<file path="config.mk">
export PLATFORM = sky130hd
export DESIGN_NAME = asb_master
export DESIGN_NICKNAME = d
export VERILOG_FILES = /design/src/rtl/asb_pkg.sv /design/src/rtl/asb_ack_sync.sv /design/src/rtl/asb_seq_fsm.sv /design/src/rtl/asb_bus_drive.sv /design/src/rtl/asb_master.sv
export SDC_FILE = /design/constraint.sdc
export NUM_CORES = 1
export LEC_CHECK = 0
export CORE_ASPECT_RATIO = 1.75
export CORE_MARGIN = 2
export CORE_UTILIZATION = 46
export DETAILED_ROUTE_END_ITERATION = 16
export HOLD_SLACK_MARGIN = 0.15
export PLACE_DENSITY = 0.86
export SYNTH_ARGS = -nofsm -noshare
export SYNTH_HDL_FRONTEND = slang
export SYNTH_SLANG_ARGS = --single-unit
</file>
<file path="constraint.sdc">
create_clock -name clk -period 3.25 [get_ports clk]
set_input_delay 0.8125 -clock clk [delete_from_list [all_inputs] [get_ports clk]]
set_output_delay 0.8125 -clock clk [all_outputs]
set_load 0.005 [all_outputs]
</file>
<file path="src/rtl/asb_pkg.sv">
package asb_pkg;

    localparam int LANE_W = 8;
    localparam int LANES  = 2;
    localparam int DATA_W = LANE_W * LANES;

    typedef enum logic [3:0] {
        ST_IDLE, ST_S0, ST_S1, ST_S2, ST_S3, ST_S4,
        ST_W0, ST_W1, ST_S5, ST_S6, ST_S7
    } seq_state_e;

    typedef struct packed {
        logic upper;
        logic lower;
    } lane_sel_t;

    // Byte enables to strobe lanes; no enable at all means a full word.
    function automatic lane_sel_t lane_decode(input logic [LANES-1:0] be);
        lane_sel_t l;
        if (be == '0) begin
            l.upper = 1'b1;
            l.lower = 1'b1;
        end else begin
            l.upper = be[1];
            l.lower = be[0];
        end
        return l;
    endfunction

    // States during which the address strobe is held asserted.
    function automatic logic strobe_phase(input seq_state_e s);
        return (s == ST_S2) || (s == ST_S3) || (s == ST_S4) ||
               (s == ST_W0) || (s == ST_W1) || (s == ST_S5) ||
               (s == ST_S6) || (s == ST_S7);
    endfunction

endpackage

</file>
<file path="src/rtl/asb_ack_sync.sv">
module asb_ack_sync #(
    parameter int STAGES = 2
) (
    input  logic clk,
    input  logic rst,
    input  logic ack_n_i,
    output logic ack_seen_o
);
    logic [STAGES-1:0] chain_q;

    generate
        genvar g;
        for (g = 0; g < STAGES; g++) begin : g_stage
            if (g == 0) begin : g_first
                always_ff @(posedge clk) begin
                    if (rst) chain_q[0] <= 1'b1;
                    else     chain_q[0] <= ack_n_i;
                end
            end else begin : g_next
                always_ff @(posedge clk) begin
                    if (rst) chain_q[g] <= 1'b1;
                    else     chain_q[g] <= chain_q[g-1];
                end
            end
        end
    endgenerate

    assign ack_seen_o = ~chain_q[STAGES-1];
endmodule

</file>
<file path="src/rtl/asb_seq_fsm.sv">
module asb_seq_fsm
    import asb_pkg::*;
(
    input  logic       clk,
    input  logic       rst,
    input  logic       req_valid,
    input  logic       ack_seen,
    output seq_state_e state_o,
    output logic       accept_o
);
    seq_state_e state_q, state_d;

    assign accept_o = req_valid && (state_q == ST_IDLE);
    assign state_o  = state_q;

    always_comb begin
        state_d = state_q;
        case (state_q)
            ST_IDLE: if (req_valid) state_d = ST_S0;
            ST_S0:   state_d = ST_S1;
            ST_S1:   state_d = ST_S2;
            ST_S2:   state_d = ST_S3;
            ST_S3:   state_d = ST_S4;
            ST_S4:   state_d = ack_seen ? ST_S5 : ST_W0;
            ST_W0:   state_d = ST_W1;
            ST_W1:   state_d = ack_seen ? ST_S5 : ST_W0;
            ST_S5:   state_d = ST_S6;
            ST_S6:   state_d = ST_S7;
            ST_S7:   state_d = ST_IDLE;
            default: state_d = ST_IDLE;
        endcase
    end

    always_ff @(posedge clk) begin
        if (rst) state_q <= ST_IDLE;
        else     state_q <= state_d;
    end
endmodule

</file>
<file path="src/rtl/asb_bus_drive.sv">
module asb_bus_drive
    import asb_pkg::*;
#(
    parameter int ADDR_W = 23
) (
    input  logic              clk,
    input  logic              rst,
    input  seq_state_e        state,
    input  logic              accept,
    input  logic [ADDR_W-1:0] req_addr,
    input  logic              req_write,
    input  logic [LANES-1:0]  req_be,
    input  logic [DATA_W-1:0] req_wdata,
    input  logic [DATA_W-1:0] bus_din,
    output logic [ADDR_W-1:0] bus_addr,
    output logic              bus_rw_n,
    output logic              bus_as_n,
    output logic              bus_uds_n,
    output logic              bus_lds_n,
    output logic [DATA_W-1:0] bus_dout,
    output logic              bus_doe,
    output logic              resp_done,
    output logic [DATA_W-1:0] resp_rdata
);
    logic [ADDR_W-1:0] addr_q;
    logic              write_q;
    lane_sel_t         lanes_q;
    logic [DATA_W-1:0] wdata_q, rdata_q;
    logic              done_q;
    logic              addr_phase, as_on, ds_on;

    always_ff @(posedge clk) begin
        if (rst) begin
            addr_q  <= '0;
            write_q <= 1'b0;
            lanes_q <= '0;
            wdata_q <= '0;
        end else if (accept) begin
            addr_q  <= req_addr;
            write_q <= req_write;
            lanes_q <= lane_decode(req_be);
            wdata_q <= req_wdata;
        end
    end

    always_ff @(posedge clk) begin
        if (rst) begin
            rdata_q <= '0;
            done_q  <= 1'b0;
        end else begin
            done_q <= (state == ST_S7);
            if (state == ST_S6 && !write_q) rdata_q <= bus_din;
        end
    end

    assign addr_phase = (state != ST_IDLE) && (state != ST_S0);
    assign as_on      = strobe_phase(state);
    assign ds_on      = as_on && !(write_q && (state == ST_S2 || state == ST_S3));

    assign bus_addr   = addr_q;
    assign bus_rw_n   = !(write_q && addr_phase);
    assign bus_as_n   = !as_on;
    assign bus_uds_n  = !(ds_on && lanes_q.upper);
    assign bus_lds_n  = !(ds_on && lanes_q.lower);
    assign bus_doe    = write_q && as_on && (state != ST_S2);
    assign bus_dout   = wdata_q;
    assign resp_done  = done_q;
    assign resp_rdata = rdata_q;
endmodule

</file>
<file path="src/rtl/asb_master.sv">
module asb_master
    import asb_pkg::*;
#(
    parameter int ADDR_W      = 23,
    parameter int SYNC_STAGES = 2
) (
    input  logic              clk,
    input  logic              rst,
    input  logic              req_valid,
    input  logic [ADDR_W-1:0] req_addr,
    input  logic              req_write,
    input  logic [1:0]        req_be,
    input  logic [15:0]       req_wdata,
    output logic              resp_done,
    output logic [15:0]       resp_rdata,
    output logic [ADDR_W-1:0] bus_addr,
    output logic              bus_rw_n,
    output logic              bus_as_n,
    output logic              bus_uds_n,
    output logic              bus_lds_n,
    output logic [15:0]       bus_dout,
    output logic              bus_doe,
    input  logic [15:0]       bus_din,
    input  logic              bus_ack_n
);
    seq_state_e state;
    logic       accept;
    logic       ack_seen;

    asb_ack_sync #(.STAGES(SYNC_STAGES)) u_sync (
        .clk(clk), .rst(rst), .ack_n_i(bus_ack_n), .ack_seen_o(ack_seen)
    );

    asb_seq_fsm u_fsm (
        .clk(clk), .rst(rst), .req_valid(req_valid), .ack_seen(ack_seen),
        .state_o(state), .accept_o(accept)
    );

    asb_bus_drive #(.ADDR_W(ADDR_W)) u_drive (
        .clk(clk), .rst(rst), .state(state), .accept(accept),
        .req_addr(req_addr), .req_write(req_write), .req_be(req_be),
        .req_wdata(req_wdata), .bus_din(bus_din),
        .bus_addr(bus_addr), .bus_rw_n(bus_rw_n), .bus_as_n(bus_as_n),
        .bus_uds_n(bus_uds_n), .bus_lds_n(bus_lds_n), .bus_dout(bus_dout),
        .bus_doe(bus_doe), .resp_done(resp_done), .resp_rdata(resp_rdata)
    );
endmodule

</file>
==> reports/metrics.yaml <==
yosys:
  async_flop_share_pct: 0
  synth_seq_cells: 65
  synth_seq_area_share_pct: 45.0
  yosysMostFrequentCell: "dfxtp_1"
  ys.flop_type: "dfxtp_1"
  synth.area.top_cells: "dfxtp_1, a31o_1, nand2b_1"
  synthesis.area_sq_mm: 0.00289
  syn-num-nets: 368
  yosysTopAreaCell: "dfxtp_1"
  yosysWarnings: 0
  synth_edf_count: 0
  yosysUniqueCellTypes: 34
  synthCells: 306
  synth_commonest_cells: "dfxtp_1, a21oi_1, nand2b_1, a31o_1, nand2_1"
  yosys.area.top_type_share_pct: 45.0
  synth.avg_cell_area_sq_um: 9.45
sta:
  skew_ns: 0.00372
  min_period_ns: 2.81
  max_freq_mhz: 356
  maxSlewViolCount: 0
  hold_viol: 0
  tightest_slew_ns: 0.652
  maxSlewHeadroom_pct: 56.4
  fin_crit_sh_pct: 86.4
  rsz0062_at_grt: "false"
  setup-tns-final_ns: 0
  setup_viol: 0
cts:
  clkLatencyLatePin_ns: 0.33
  path_clk_slew_ns: 0.06
  cts.sinks: 65
  hold_buffers: 0
  htree_levels: 3
  cts_resized: 0
  cts_setup_buffers: 0
  clock_path_buffers: 2
  cts_buffers: 9
  cts_root_buf: "clkbuf_8"
  cts_tree: "built"
drt:
  first_pass_iters: 5
  vias: 2579
  viasPerCell: 5.17
  drt_first_iter_violations: 89
  wl_per_cell_um: 14.7
  drc: 0
  final_antenna_net_count: 0
  wirelength_um: 7320
placed_design:
  dp_hpwl_um: 5130
  io_buffers: 122
  gp_congestion: 0.873
flow_run:
  cap_violations: 0
floorplan:
  initial_core_util_pct: 47.1
  dieArea_sq_mm: 0.00696
  core_sq_mm: 0.00613
  die_y_um: 109
  rows: 38
  ios: 123
  fp.dieW_um: 63.9
setup_path:
  critPathMaxFanout: 11
  end_kind: "output port"
  startpoint_type: "register"
  rrSetupSlack_ns: 1.26
  crit_arrival_ns: 2.00
  critPathKind: "register to output port"
  crit_required_ns: 2.44
  crit_start: "u_fsm.state_o[1]$_SDFFE_PP0P_"
  timing.rr.start: "u_fsm.state_o[1]$_SDFFE_PP0P_"
power:
  totalPowerFinal_mw: 1.88
  p_leak_nw: 1.54
  ir_drop_uv: 429
  power_density_mw_per_mm2: 441
finish:
  num_antenna_cells: 0
  drive_gt1_share_pct: 7.40
  nNetsFinal: 477
  area_delta_synth_final_pct: 47.7
  num-fill-cells: 470
grt:
  grt-ovfl-total: 0
  antenna_found_initial: 0
  grt_max_degree: 46
  grt_pass1_vias: 2517
  grt_usage_pct: 21.1
  grt_pass1_wl_um: 11500
outcome:
  status: "complete, no violations"
worst_hold_path:
  worstHoldStart: "u_sync.chain_q[0]$_SDFF_PP1_"
  hp-class: "register to register"
[worst paths after layout]
kind                            cells after the start                              end
worst max-delay path                                4                        bus_lds_n
worst min-delay path                                1     u_sync.chain_q[1]$_SDFF_PP1_
worst max register to register                      4  u_drive.lanes_q[1]$_SDFFE_PP0P_
worst min register to register                      1     u_sync.chain_q[1]$_SDFF_PP1_
[power breakdown]
part           internal (mW)  switching (mW)  leakage [nW]
sequential             0.844          0.0357         0.531
clock                  0.389           0.286         0.102
combinational          0.196           0.131         0.905
total                   1.43           0.452          1.54
[area by class of cell]
cell class              instances  area, sq um  area share [%]
repair buffers                129         1270            29.8
clock inverters                 3         40.0           0.938
multi-input cells             206         1390            32.4
inverters                       4         15.0           0.352
clock buffers                  12          155            3.63
well taps                      80          100            2.34
flip-flops and latches         65         1300            30.5
[cells in the final DEF (no fill, tap or decap), drive strengths merged]
cell type	count
a311oi	2
nor2	3
inv	4
xnor2	1
dfxtp	65
nor3	3
o211a	1
o21ai	5
o22a	1
or3	1
bufinv	1
nor2b	3
clkdlybuf4s50	122
a21oi	43
a31o	40
o22ai	1
clkinv	2
buf	7
mux2i	17
o311ai	1
nand2	33
and2	3
nor4b	2
clkbuf	12
a31oi	1
nand2b	43
or2	2
[cell families after synthesis]
group	count (synthesis)	synth area share [%]
simple gates	93	18.4
compound gates	95	23.1
mux	17	5.88
xor+xnor	1	0.303
buf+inv	35	7.36
flops	65	45.0
[layer usage]
metal	global-route usage [%]	up-vias	part of all wire (%)
met4	12.6	0	2.1
met2	37.3	91	54
met1	22.0	1197	38
met3	5.57	11	6.2
li1	-	1280	-
met5	0	-	0
[through the flow]
stage	std cells	hold WS (ns)	setup slack (ns)	area (sq um)	util [%]
after floorplan	306	0.389	1.46	2890	-
after global placement	484	0.398	0.692	4080	66.4
after detailed placement	484	0.399	0.649	4080	66.4
after CTS	499	0.418	0.425	4270	69.6
after global routing	499	0.428	0.271	4270	69.6
final	499	0.416	0.442	4270	69.6
[worst max-delay path, cell delays in order (launching register included)]
cell and delay, ns:
dfxtp_1 0.61, and2_1 0.28, o22ai_1 0.13, o21ai_1 0.12, clkdlybuf4s50_1 0.52
[flip-flops by register name, indices dropped and copies added, names as in the netlist]
| name | count |
|---|---|
| u_drive.write_q | 1 |
| u_drive.bus_dout | 16 |
| u_drive.bus_addr | 23 |
| u_drive.resp_done | 1 |
| u_drive.lanes_q | 2 |
| u_sync.chain_q | 2 |
| u_fsm.state_o | 4 |
| u_drive.resp_rdata | 16 |
(Power assumes the default switching activity.)
